===== src/rtl/bsa_pkg.sv =====
package bsa_pkg;
  typedef enum logic [1:0] {
    SER_M0 = 2'b00,
    SER_M1 = 2'b01,
    SER_M2 = 2'b10,
    SER_M3 = 2'b11
  } ser_mode_e;

  typedef struct packed {
    logic dbl;
    logic fee;
    logic src;
  } ctl_bits_t;
endpackage


===== src/rtl/bsa_b7_alias.sv =====
module bsa_b7_alias
  import bsa_pkg::*;
(
  input  logic      clk,
  input  logic      rst_n,
  input  logic      scon_wr,
  input  logic      wr_b7,
  input  logic      wr_b6,
  input  logic      fee,
  input  logic      fe_event,
  output ser_mode_e mode,
  output logic      rd_b7
);
  logic sm0_q, sm1_q, fe_q;

  always_ff @(posedge clk or negedge rst_n) begin
    if (!rst_n) begin
      sm0_q <= 1'b0;
      sm1_q <= 1'b0;
      fe_q  <= 1'b0;
    end else begin
      if (scon_wr) begin
        sm1_q <= wr_b6;
        if (!fee) sm0_q <= wr_b7;
        else if (!wr_b7) fe_q <= 1'b0;
      end
      if (fe_event) fe_q <= 1'b1;
    end
  end

  assign mode  = ser_mode_e'({sm0_q, sm1_q});
  assign rd_b7 = fee ? fe_q : sm0_q;

  p_fe_set_r11: assert property (@(posedge clk) disable iff (!rst_n)
    fe_event |=> fe_q);
  p_fe_hold_r9: assert property (@(posedge clk) disable iff (!rst_n)
    (!fe_event && !(scon_wr && fee && !wr_b7)) |=> $stable(fe_q));
  p_sm0_hold_r10: assert property (@(posedge clk) disable iff (!rst_n)
    !(scon_wr && !fee) |=> $stable(sm0_q));
endmodule


===== src/rtl/bsa_prescale.sv =====
module bsa_prescale (
  input  logic clk,
  input  logic rst_n,
  input  logic t0_ovf,
  input  logic t1_ovf,
  input  logic src_sel,
  input  logic dbl,
  input  logic var_mode,
  input  logic clr,
  output logic adv
);
  logic pick, ph_q;

  assign pick = src_sel ? t1_ovf : t0_ovf;

  always_ff @(posedge clk or negedge rst_n) begin
    if (!rst_n)                         ph_q <= 1'b0;
    else if (clr)                       ph_q <= 1'b0;
    else if (var_mode && pick && !dbl)  ph_q <= ~ph_q;
  end

  assign adv = var_mode && !clr && pick && (dbl || ph_q);

  p_half_rate_r4: assert property (@(posedge clk) disable iff (!rst_n)
    (adv && !dbl) |=> !adv);
endmodule


===== src/rtl/bsa_bitdiv.sv =====
module bsa_bitdiv
  import bsa_pkg::*;
#(
  parameter int OVF_DIV = 16,
  parameter int M2_DIV  = 64,
  parameter int M0_DIV  = 12
) (
  input  logic      clk,
  input  logic      rst_n,
  input  ser_mode_e mode,
  input  logic      dbl,
  input  logic      adv,
  input  logic      clr,
  output logic      tick
);
  localparam int MAX_A = (OVF_DIV > M0_DIV) ? OVF_DIV : M0_DIV;
  localparam int MAXD  = (M2_DIV > MAX_A) ? M2_DIV : MAX_A;
  localparam int CW    = $clog2(MAXD);

  logic [CW-1:0] cnt_q, last;
  logic          var_m, en, tick_q;

  assign var_m = (mode == SER_M1) || (mode == SER_M3);
  assign en    = var_m ? adv : 1'b1;

  always_comb begin
    case (mode)
      SER_M0:  last = CW'(M0_DIV - 1);
      SER_M2:  last = dbl ? CW'(M2_DIV / 2 - 1) : CW'(M2_DIV - 1);
      default: last = CW'(OVF_DIV - 1);
    endcase
  end

  always_ff @(posedge clk or negedge rst_n) begin
    if (!rst_n) begin
      cnt_q  <= '0;
      tick_q <= 1'b0;
    end else if (clr) begin
      cnt_q  <= '0;
      tick_q <= 1'b0;
    end else if (en) begin
      if (cnt_q == last) begin
        cnt_q  <= '0;
        tick_q <= 1'b1;
      end else begin
        cnt_q  <= cnt_q + 1'b1;
        tick_q <= 1'b0;
      end
    end else begin
      tick_q <= 1'b0;
    end
  end

  assign tick = tick_q;

  p_clear_r8: assert property (@(posedge clk) disable iff (!rst_n)
    clr |=> (cnt_q == '0 && !tick_q));
  p_pulse_r7: assert property (@(posedge clk) disable iff (!rst_n)
    tick_q |=> !tick_q);
  p_var_idle_r4: assert property (@(posedge clk) disable iff (!rst_n)
    (var_m && !adv) |=> !tick_q);
endmodule


===== src/rtl/uart_baud_alias.sv =====
module uart_baud_alias
  import bsa_pkg::*;
#(
  parameter int OVF_DIV = 16,
  parameter int M2_DIV  = 64,
  parameter int M0_DIV  = 12
) (
  input  logic       clk,
  input  logic       rst_n,
  input  logic       t0_ovf,
  input  logic       t1_ovf,
  input  logic       scon_wr,
  input  logic       pcon_wr,
  input  logic [7:0] wr_data,
  input  logic       fe_event,
  output logic       baud_tick,
  output logic       scon_b7_rd
);
  ctl_bits_t ctl_q;
  ser_mode_e mode;
  logic      clr, adv, var_mode;

  always_ff @(posedge clk or negedge rst_n) begin
    if (!rst_n)       ctl_q <= '0;
    else if (pcon_wr) ctl_q <= '{dbl: wr_data[7], fee: wr_data[6], src: wr_data[5]};
  end

  assign clr      = scon_wr | pcon_wr;
  assign var_mode = (mode == SER_M1) || (mode == SER_M3);

  bsa_b7_alias u_alias (
    .clk(clk), .rst_n(rst_n), .scon_wr(scon_wr), .wr_b7(wr_data[7]),
    .wr_b6(wr_data[6]), .fee(ctl_q.fee), .fe_event(fe_event),
    .mode(mode), .rd_b7(scon_b7_rd)
  );

  bsa_prescale u_pre (
    .clk(clk), .rst_n(rst_n), .t0_ovf(t0_ovf), .t1_ovf(t1_ovf),
    .src_sel(ctl_q.src), .dbl(ctl_q.dbl), .var_mode(var_mode),
    .clr(clr), .adv(adv)
  );

  bsa_bitdiv #(.OVF_DIV(OVF_DIV), .M2_DIV(M2_DIV), .M0_DIV(M0_DIV)) u_div (
    .clk(clk), .rst_n(rst_n), .mode(mode), .dbl(ctl_q.dbl),
    .adv(adv), .clr(clr), .tick(baud_tick)
  );

  p_ctl_capture_r2: assert property (@(posedge clk) disable iff (!rst_n)
    pcon_wr |=> (ctl_q.dbl == $past(wr_data[7]) && ctl_q.src == $past(wr_data[5])));
endmodule


===== config.mk =====
export PLATFORM = sky130hd
export DESIGN_NAME = uart_baud_alias
export DESIGN_NICKNAME = d
export VERILOG_FILES = /design/src/rtl/bsa_pkg.sv /design/src/rtl/bsa_b7_alias.sv /design/src/rtl/bsa_prescale.sv /design/src/rtl/bsa_bitdiv.sv /design/src/rtl/uart_baud_alias.sv
export SDC_FILE = /design/constraint.sdc
export NUM_CORES = 1
export LEC_CHECK = 0
export CORE_MARGIN = 2
export CORE_UTILIZATION = 51
export DETAILED_ROUTE_END_ITERATION = 16
export PLACE_DENSITY = 0.81
export SYNTH_ARGS = -nofsm -noshare
export SYNTH_HDL_FRONTEND = slang
export SYNTH_HIERARCHICAL = 1
export SYNTH_SLANG_ARGS = --single-unit

===== constraint.sdc =====
create_clock -name clk -period 4.2 [get_ports clk]
set_clock_uncertainty 0.05 [all_clocks]
set_input_delay 0.84 -clock clk [delete_from_list [all_inputs] [get_ports clk]]
set_output_delay 0.84 -clock clk [all_outputs]
set_load 0.1 [all_outputs]

==> Word level (Yosys, flattened, before mapping) <==
Index checks and enable logic that the tools add are counted.
{ "totals": {"output_inout_bits": 2, "wordCells": 51, "register_bits": 14, "inputBits": 15} }
{ "op_classes": {"bitwise": 3, "n_reduce_logical": 16, "n_addsub": 1, "muxes": 17, "eq_ne": 5} }
{ "ops": {"columns": ["operator", "n"], "rows": [
  ["$mux 6", 4],
  ["$mux 1", 12],
  ["$pmux 6 s2", 1],
  ["$reduce_bool 2->1", 4],
  ["$add 6x1->6 const B", 1],
  ["$eq 6x6->1", 1],
  ["$logic_and 1x1->1", 5],
  ["$eq 2x2->1 const B", 2],
  ["$reduce_and 3->1", 1],
  ["$eq 2x1->1 const B", 1],
  ["$logic_not 1->1", 2],
  ["$logic_not 2->1", 1],
  ["$logic_or 1x1->1", 2],
  ["$ne 2x1->1 const B", 1],
  ["$not 1->1", 2],
  ["$reduce_and 2->1", 1],
  ["$or 1x1->1", 1]
]} }

==> Depth between registers and ports, before layout <==
Gate-level depths: netlist (run 1).
{ "logic_depth": {"word_depth": 8, "ltp_mapped": 8, "ltp_nobuf": 6} }

==> By module <==
The synthesis (run 1) kept the hierarchy.
{ "modules_own_cells": {"columns": ["module", "seq_area_each_um2", "area_per_inst_um2", "cells_each", "instances"], "rows": [
  ["bsa_bitdiv", 175.2, 424.2, 48, 1],
  ["bsa_b7_alias", 75.1, 147.6, 12, 1],
  ["uart_baud_alias", 75.1, 118.9, 8, 1],
  ["bsa_prescale", 25.0, 70.1, 8, 1]
]} }

==> Worst setup path after synthesis (run 1) <==
Ideal clock, no wire load.
{ "synth_path": {"path_type": "input to register", "from": "input port pcon_wr", "to": "register u_div.cnt_q[5]", "path_slack_ps": 1775, "arrival_time_ps": 2298, "required_time_ps": 4072, "setup_time_ps": 78, "n_path_buf": 1, "cell_stages": 7, "path_cell_list": "or2_2 > nor4b_1 > nor2b_1 > clkbuf_1 > nor4_1 > o22ai_1 > a21oi_1"} }
{ "synth_via": {"elab_chain_len": 7, "word_cells_on_any_way": 8, "cone_classes": "mux (2); bitwise (1); reduce/logical (5)"} }
{ "synth_lines": {"columns": ["item", "line", "source"], "rows": [
  ["from (decl)", "uart_baud_alias.sv:13", "input logic pcon_wr,"],
  ["$or 1x1->1", "uart_baud_alias.sv:28", "assign clr = scon_wr | pcon_wr;"],
  ["$logic_not 1->1", "bsa_prescale.sv:22", "assign adv = var_mode && !clr && pick && (dbl || ph_q);"],
  ["$logic_and 1x1->1 (3 in a row)", "bsa_prescale.sv:22", null],
  ["named net adv", "uart_baud_alias.sv:21", "logic clr, adv, var_mode;"],
  ["$mux 1", "bsa_bitdiv.sv:24", "assign en = var_m ? adv : 1'b1;"],
  ["$reduce_bool 2->1 (no source line)", null, null],
  ["to (signal assigned)", "bsa_bitdiv.sv:46", "cnt_q <= cnt_q + 1'b1;"],
  ["to (decl)", "bsa_bitdiv.sv:20", "logic [CW-1:0] cnt_q, last;"]
]} }
The timed path passes the listed nets, and every way through them passes these cells.
A chain may end at the register's enable or synchronous reset.

==> Worst setup path in the final report (run 1) <==
{ "layout_path": {"from": "register ctl_q[1] (netlist bit)", "to": "output port scon_b7_rd"} }
{ "layout_via": {"elab_chain_len": 1} }
{ "layout_lines": {"columns": ["item", "line", "source"], "rows": [
  ["from (decl)", "uart_baud_alias.sv:19", "ctl_bits_t ctl_q;"],
  ["from (signal assigned)", "uart_baud_alias.sv:25", "else if (pcon_wr) ctl_q <= '{dbl: wr_data[7], fee: wr_data[6], src: wr_data[5]};"],
  ["$mux 1", "bsa_b7_alias.sv:32", "assign rd_b7 = fee ? fe_q : sm0_q;"],
  ["to (decl)", "uart_baud_alias.sv:17", "output logic scon_b7_rd"]
]} }
No other way between the ends.

==> metrics.md, run 1 <==
| Metric | Value |
|---|---|
| Status | `finished clean` |
| Primary FF master, synth | `dfrtp_1` |
| Via count | `616` |
| WL per Instance | `14.5 µm` |
| DRC Markers | `0` |
| Clk buf depth | `2` |
| Worst vdd ir | `0.233 mV` |
| Syn-to-layout area delta | `18.7%` |
| M1 WL | `701 µm` |
| Number of cell rows | `13` |
| Gate Count Post-Synth | `76` |
| Max incr delay on CP | `1120 ps` |
| Top sig layer | `met4` |
| ANT nets after route | `0` |
| Syn Area/Cell | `10.0 µm²` |
| Seq/Total Area, Yosys | `0.461` |
| Clk_lat worst skew | `290 ps` |
| Startpoint types | `flip-flop` |
| Core area | `1350 µm²` |
| Area leader, netlist | `dfrtp_1` |
| Gr usage total | `0.184` |
| Die Span Y | `42.6 µm` |
| Final period utilization | `0.701` |
| Final min period | `2940 ps` |
| Final Non-Filler Cells | `102` |
| IO Port Bufs | `11` |
| Synth top cells by count | `dfrtp_1 (14), a21oi_1 (8), nand2_1 (7)` |
| Max H-tree Level | `1` |
| Top-count cell post-synth | `dfrtp_1` |
| Global-route wire length before repair | `2450 µm` |
| Slowest cell on the critical path | `clkdlybuf4s50_1` |
| CTS sink cnt | `14` |
| Initial antenna violation count | `0` |
| Final WL | `1470 µm` |
| # resized after CTS | `0` |
| Layout cells sized above 1 | `0.149` |
| Placer Congestion | `0.849` |
| Antenna diodes | `0` |
| Met3 WL | `57 µm` |
| Cts hold-fix bufs | `0` |
| Worst Hold Class | `flip-flop to flip-flop` |
| Initial core utilization | `0.563` |
| Fin worst setup slack | `1260 ps` |
| Nets@finish | `104` |
| WP data arrival | `2050 ps` |
| DP Cell Count | `98` |
| Worst setup EP type | `primary output` |
| Ys Warns | `6` |
| Boundary Pins | `17` |
| #FFs+latches synth | `14` |
| Setup fix buffers added after clock tree synthesis | `0` |
| Syn Std Cell Area | `761 µm²` |
| Max transition margin | `0.353` |
| Crit Path Max Fanout | `4` |
| Post-Syn Nets | `92` |
| Worst endpoint required time | `3310 ps` |
| 1st-iter DRT viols | `14` |
| Post-synth top area share | `0.461` |
| DRT Pass-1 Iters | `4` |
| Reg2reg setup slack | `2350 ps` |
| Post-synth EDFFs | `0` |
| Die area | `1820 µm²` |
| TritonCTS clock tree | `done` |
| DP HPWL | `1040 µm` |
| Synth unique cells | `29` |
| Max Cap Viol | `0` |
| Kind of critical path | `flip-flop to primary output` |
| Post-synth ARST share | `1.00` |
| Vias per Instance | `6.04` |
| CTS Buf Count | `3` |
| Vias in the first global route | `559` |
| Clk slew on worst S/H paths | `80 ps` |
| Metal2 WL | `690 µm` |
| Largest net degree at the start of global routing | `15` |
| Power per cell area | `343 nW/µm²` |
| Worst-Margin Slew | `967 ps` |
| Grt ovf | `0` |
| Die W | `42.6 µm` |
| Final Hold Fails | `0` |
| Fmax | `340 MHz` |
| Synth area leaders | `dfrtp_1 (46%), mux2_2 (8.9%), a21oi_1 (5.3%)` |
| Fillers | `117` |
| Dpl ws | `1080 ps` |
| Static leakage | `0.347 nW` |
| CTS root buffer | `clkbuf_4` |
| Critical-path cell list | `mux2_2 > clkdlybuf4s50_1` |
| Slew Limit Fails | `0` |
| Final setup violation count | `0` |
| Post-route setup TNS | `0 ps` |
| Unrepaired setup endpoints after global routing | `no` |
-- through the flow --
step / cell area [µm²] / hold WS, ps / total power, mW / utilization
3_5_place_dp: 867 / 463 / 0.212 / 0.642
4_1_cts: 903 / 479 / 0.313 / 0.669
3_3_place_gp: 867 / 455 / 0.210 / 0.642
2_1_floorplan: 761 / 425 / 0.195 / -
6_report: 903 / 475 / 0.310 / 0.669
5_1_grt: 903 / 527 / 0.322 / 0.669
-- path summary, 6_finish.rpt --
path	startpoint	end	depth (start not counted)
max in group asynchronous	rst_n	u_alias/fe_q	1
min in group asynchronous	rst_n	u_div/tick	1
worst max register to register	ctl_q[0]	u_div/cnt_q[4]	6
worst min register to register	ctl_q[1]	u_alias/fe_q	1
worst max-delay path	ctl_q[1]	scon_b7_rd	2
worst min-delay path	ctl_q[1]	u_alias/fe_q	1
-- cell families after synthesis --
group	count (synthesis)	share of synthesized area
simple gates	29	0.215
compound gates	19	0.151
fa+ha+maj	1	0.0164
flops	14	0.461
buf+inv	5	0.0345
mux	8	0.122
-- report_power, final --
| part | total [mW] | internal, mW | switching, mW |
|---|---|---|---|
| clock | 0.100 | 0.0528 | 0.0473 |
| sequential | 0.150 | 0.142 | 0.00833 |
| combinational | 0.0589 | 0.0265 | 0.0325 |
-- cells in the final DEF, fill, tap and decap left out, types with 2 or more instances in the layout --
cell	Yosys	routed
nand3_1	2	2
mux2_2	6	6
clkbuf_4	0	3
clkdlybuf4s50_1	0	11
nor3b_1	2	2
nor4b_1	2	2
a21oi_1	8	8
o211ai_1	2	2
nor2_1	4	4
nand2_1	7	7
dfrtp_1	14	14
nand2b_1	2	2
o21ai_0	5	5
nor4_1	3	3
-- worst max-delay path: cells and delay by family (launching register included) --
family | cells | cell delay [ps]
DFF | 1 | 410
muxes | 1 | 230
buffers and inverters | 1 | 1120
-- registers in the layout, indices dropped and copies added, names as in the netlist --
name	count
u_alias/sm0_q	1
u_alias/sm1_q	1
ctl_q	3
u_div/tick	1
u_div/cnt_q	6
u_pre/ph_q	1
u_alias/fe_q	1
-- final cells by class --
class | instances | area [µm²] | share of cell area
Tap cell | 15 | 18.8 | 0.0208
Clock buffer | 4 | 36.3 | 0.0402
Inverter | 1 | 3.75 | 0.00416
Sequential cell | 14 | 350 | 0.388
Multi-Input combinational cell | 57 | 384 | 0.425
Timing Repair Buffer | 11 | 110 | 0.122
-- layer usage --
| layer | global-route usage | vias to the layer above |
|---|---|---|
| li1 | - | 302 |
| met1 | 0.245 | 290 |
| met2 | 0.279 | 20 |
| met3 | 0.0388 | 4 |
| met4 | 0.0938 | 0 |
| met5 | 0 | - |
No activity file was read; power rests on OpenSTA's default activity.
==> inputs of run 2 (changes only) <==
- CORE_UTILIZATION: 51 -> 43
- PLACE_DENSITY: 0.81 -> 0.73
- clock period: 4.2 -> 2.59 ns (I/O delays scaled with it)
==> metrics.md, run 2 (synthesized netlist as in run 1, its figures left out) <==
| Metric | Value |
|---|---|
| CTS root buffer | `clkbuf_4` |
| CP bufs+invs | `1` |
| Reg2reg setup slack | `810 ps` |
| DP Cell Count | `105` |
| Worst R2R Start | `ctl_q[0]` |
| Vias per Instance | `5.77` |
| Clk buf depth | `2` |
| Reg2Reg Capture Point | `u_div/cnt_q[4]` |
| Min-delay src | `ctl_q[1]` |
| WL per Instance | `13.3 µm` |
| 1st-iter DRT viols | `24` |
| Max Cap Viol | `0` |
| CTS Buf Count | `3` |
| Syn-to-layout area delta | `21.5%` |
| Final min period | `2260 ps` |
| Cell Int Power | `0.333 mW` |
| Max incr delay on CP | `420 ps` |
| Initial core utilization | `0.450` |
| WP data arrival | `2410 ps` |
| Most frequent cells in the layout | `dfrtp_1 (14), clkdlybuf4s50_1 (9), a21oi_1 (8)` |
| Worst endpoint required time | `2750 ps` |
| Post-route setup TNS | `0 ps` |
| CTS sink cnt | `14` |
| Max FFs per register | `6` |
| Antenna diodes | `0` |
| Final period utilization | `0.871` |
| Boundary Pins | `17` |
| Clock network power share | `0.258` |
| Final WL | `1430 µm` |
| Startpoint types | `primary input` |
| Max transition margin | `0.562` |
| Worst vdd ir | `0.315 mV` |
| Max H-tree Level | `1` |
| Core area | `1690 µm²` |
| Register bank with the most flops | `u_div/cnt_q` |
| Worst-Margin Slew | `655 ps` |
| Reg2reg path depth | `6` |
| Cts hold-fix bufs | `0` |
| Slowest cell on the critical path | `nor4b_1` |
| Vias in the first global route | `546` |
| Final Hold Fails | `0` |
| Initial antenna violation count | `0` |
| Hold endpoint | `u_alias/fe_q` |
| Logic gate share of total power | `0.220` |
| Grt ovf | `0` |
| Via count | `623` |
| Final Non-Filler Cells | `108` |
| Slew Limit Fails | `0` |
| Crit Path Max Fanout | `5` |
| Global-route wire length before repair | `2350 µm` |
| Kind of critical path | `primary input to flip-flop` |
| Hold path cells | `1` |
| Gr usage total | `0.159` |
| Clk_lat worst skew | `270 ps` |
| TritonCTS clock tree | `done` |
| IO Port Bufs | `11` |
| Switch share | `0.286` |
| Die W | `46.1 µm` |
| Crit path top cell by count | `nor4b_1` |
| Fmax | `443 MHz` |
| Largest net degree at the start of global routing | `15` |
| Worst Hold Class | `flip-flop to flip-flop` |
| Placer Congestion | `0.789` |
| Nets@finish | `109` |
| # resized after CTS | `0` |
| Regs by FF count | `u_div/cnt_q (6), ctl_q (3)` |
| Number of cell rows | `15` |
| DRC Markers | `0` |
| Final setup violation count | `0` |
| Setup fix buffers added after clock tree synthesis | `0` |
| Static leakage | `0.366 nW` |
| Critical-path cell list | `clkdlybuf4s50_1 > or2_2 > nor4b_1 > nor2b_1 > nor4b_1 > o21ai_0 > a21oi_1` |
| DP HPWL | `1060 µm` |
| Part of the power in registers | `0.523` |
| CP delay by family, top | `simple AND/OR/NAND/NOR gates` |
| Worst setup EP type | `flip-flop` |
| Die area | `2120 µm²` |
| Crit. path cell count | `7` |
| Die Span Y | `46.1 µm` |
| Leading cell type in the layout, fill and taps excluded | `dfrtp_1` |
| Psw | `0.133 mW` |
| Status | `finished clean` |
| DRT Pass-1 Iters | `4` |
| ANT nets after route | `0` |
| Unrepaired setup endpoints after global routing | `no` |
| Power per cell area | `504 nW/µm²` |
| Layout cells sized above 1 | `0.209` |
| Clk slew on worst S/H paths | `80 ps` |
run 2: per-layer routing:
layer | wire (µm) | up-vias | GRT usage
met5 | 0 | - | 0
met4 | 25 | 0 | 0.103
met3 | 55 | 2 | 0.0235
met2 | 658 | 18 | 0.228
met1 | 696 | 292 | 0.221
li1 | - | 311 | -
run 2: through the flow:
stage          hold WS [ps]  utilization  worst slack [ps]  area [µm²]  total power, mW
3_3_place_gp            451        0.534              77.4         902            0.349
6_report                469        0.547               334         925            0.466
5_1_grt                 504        0.547               142         925            0.493
2_1_floorplan           172            -               487         761            0.317
4_1_cts                 475        0.547               342         925            0.473
3_5_place_dp            462        0.534              53.0         902            0.351
run 2: layout make-up:
type	instances	area, µm²
Clock buffer	3	22.5
Fill cell	152	764
Inverter	1	3.75
Multi-Input combinational cell	57	384
Sequential cell	14	350
Tap cell	17	21.3
Timing Repair Buffer	16	143
run 2: worst max path at each step:
stage	endpoint	slack [ps]	from
5_1_grt	u_div/cnt_q[4]	140	pcon_wr
2_1_floorplan	u_div/cnt_q[5]	490	pcon_wr
3_5_place_dp	u_div/cnt_q[5]	50	pcon_wr
4_1_cts	u_div/cnt_q[5]	340	pcon_wr
6_report	u_div/cnt_q[4]	330	pcon_wr
3_3_place_gp	u_div/cnt_q[5]	80	pcon_wr
run 2: power groups by stage:
stage          logic (mW)  clock network [mW]  registers (mW)
2_1_floorplan      0.0751                   0           0.242
3_3_place_gp        0.101                   0           0.248
5_1_grt             0.110               0.136           0.246
3_5_place_dp        0.103                   0           0.248
6_report            0.102               0.120           0.244
4_1_cts             0.103               0.126           0.244
==> inputs of run 3 (changes only) <==
- clock period: 2.59 -> 2 ns (I/O delays scaled with it)
==> metrics.md, run 3 (synthesized netlist as in run 1, its figures left out) <==
| Metric | Value |
|---|---|
| Status | `finished clean` |
| Final period utilization | `0.960` |
| Vias per Instance | `6.14` |
| Leading cell type in the layout, fill and taps excluded | `dfrtp_1` |
| CTS sink cnt | `14` |
| Cts hold-fix bufs | `0` |
| Placer Congestion | `0.794` |
| Reg2reg path depth | `7` |
| Initial core utilization | `0.450` |
| Regs by FF count | `u_div/cnt_q (6), ctl_q (3)` |
| Startpoint types | `primary input` |
| DP Area | `907 µm²` |
| TritonCTS clock tree | `done` |
| DRT Pass-1 Iters | `4` |
| Syn-to-layout area delta | `25.8%` |
| Vias in the first global route | `537` |
| CTS Buf Count | `3` |
| Clk buf depth | `2` |
| Worst vdd ir | `0.378 mV` |
| Worst-Margin Slew | `654 ps` |
| Worst setup EP type | `flip-flop` |
| IO Port Bufs | `11` |
| Critical-path cell list | `clkdlybuf4s50_1 > or2_4 > nor4b_4 > buf_4 > or2b_1 > nand2_1 > o21ai_0 > a21oi_1` |
| Hold WS | `466 ps` |
| Slowest cell on the critical path | `clkdlybuf4s50_1` |
| Final setup violation count | `0` |
| Number of cell rows | `15` |
| Worst endpoint required time | `2120 ps` |
| Via count | `663` |
| Worst Hold Class | `primary input to async pin` |
| Most frequent cells in the layout | `dfrtp_1 (14), clkdlybuf4s50_1 (9), a21oi_1 (8)` |
| ANT nets after route | `0` |
| Core area | `1690 µm²` |
| Largest net degree at the start of global routing | `15` |
| Layout cells sized above 1 | `0.231` |
| Unrepaired setup endpoints after global routing | `no` |
| Power per cell area | `656 nW/µm²` |
| Final instance area | `957 µm²` |
| Gr usage total | `0.156` |
| Max H-tree Level | `1` |
| Static leakage | `0.381 nW` |
| DP HPWL | `1120 µm` |
| Antenna diodes | `0` |
| Max Cap Viol | `0` |
| 1st-iter DRT viols | `28` |
| Final WL | `1590 µm` |
| Global-route wire length before repair | `2300 µm` |
| WL per Instance | `14.7 µm` |
| CTS root buffer | `clkbuf_4` |
| Max transition margin | `0.563` |
| Max incr delay on CP | `420 ps` |
| Clk slew on worst S/H paths | `80 ps` |
| Die W | `46.1 µm` |
| Final Hold Fails | `0` |
| Nets@finish | `109` |
| Clk_lat worst skew | `280 ps` |
| DRC Markers | `0` |
| Register bank with the most flops | `u_div/cnt_q` |
| Die area | `2120 µm²` |
| Kind of critical path | `primary input to flip-flop` |
| Initial antenna violation count | `0` |
| Grt ovf | `0` |
| Max FFs per register | `6` |
| WP data arrival | `2040 ps` |
| Crit Path Max Fanout | `2` |
| Boundary Pins | `17` |
| Die Span Y | `46.1 µm` |
| Slew Limit Fails | `0` |
| Fmax | `521 MHz` |
| Final min period | `1920 ps` |
==> run 3: cell count changes in the layout (fill, tap and decap cells not counted) <==
cell / previous run / this run
nor2b_2: 0 / 1
nor2b_1: 1 / 0
buf_12: 0 / 1
nor4b_1: 2 / 1
or2_4: 0 / 1
or2_2: 1 / 0
nor4b_4: 0 / 1
buf_4: 7 / 6
==> run 3: final cells by class <==
class,instances,area (µm²)
Multi-Input combinational cell,57,404
Fill cell,146,732
Timing Repair Buffer,16,155
Tap cell,17,21.3
Clock buffer,3,22.5
Sequential cell,14,350
Inverter,1,3.75
==> run 3: what timing repair did <==
action,4_1_cts,5_1_grt
gates resized for setup,2,2
endpoints found under the setup margin,5,4
pin swaps,0,2
hold endpoints to repair,0,0
buffers inserted,0,1
==> run 3: where the power goes <==
part,internal (mW),total (mW),switching (mW)
combinational,0.0734,0.150,0.0764
clock,0.0699,0.162,0.0925
sequential,0.298,0.316,0.0171
==> run 3: through the flow <==
step	utilization	worst slack [ps]	setup TNS [ps]	cells	power, mW
floorplan	-	14.7	0	76	0.410
global placement	0.537	-373	-2050	104	0.460
detailed placement	0.537	-416	-2310	104	0.464
CTS	0.559	15.3	0	107	0.632
global route	0.567	15.0	0	108	0.658
finish	0.567	80.2	0	108	0.628
==> run 3: layer usage <==
| layer | wire, µm | vias up | track usage |
|---|---|---|---|
| li1 | - | 309 | - |
| met1 | 735 | 330 | 0.203 |
| met2 | 779 | 22 | 0.236 |
| met3 | 66 | 2 | 0.0392 |
| met4 | 6 | 0 | 0.0857 |
| met5 | 0 | - | 0 |
==> run 3: worst max-delay path, delay by kind of cell <==
family | cells | cell delay [ps]
AND/OR/NAND/NOR | 4 | 760
buffers and inverters | 2 | 580
AO/OA/AOI/OAI | 2 | 280
==> run 3: path summary, 6_finish.rpt <==
path / startpoint / endpoint / slack (ps)
min reg2reg: ctl_q[1] / u_alias/fe_q / 470
max: pcon_wr / u_div/cnt_q[4] / 80
max in group asynchronous: rst_n / ctl_q[2] / 1020
min in group clk: ctl_q[1] / u_alias/fe_q / 470
min: rst_n / u_div/tick / 470
max reg2reg: ctl_q[0] / u_div/cnt_q[4] / 330
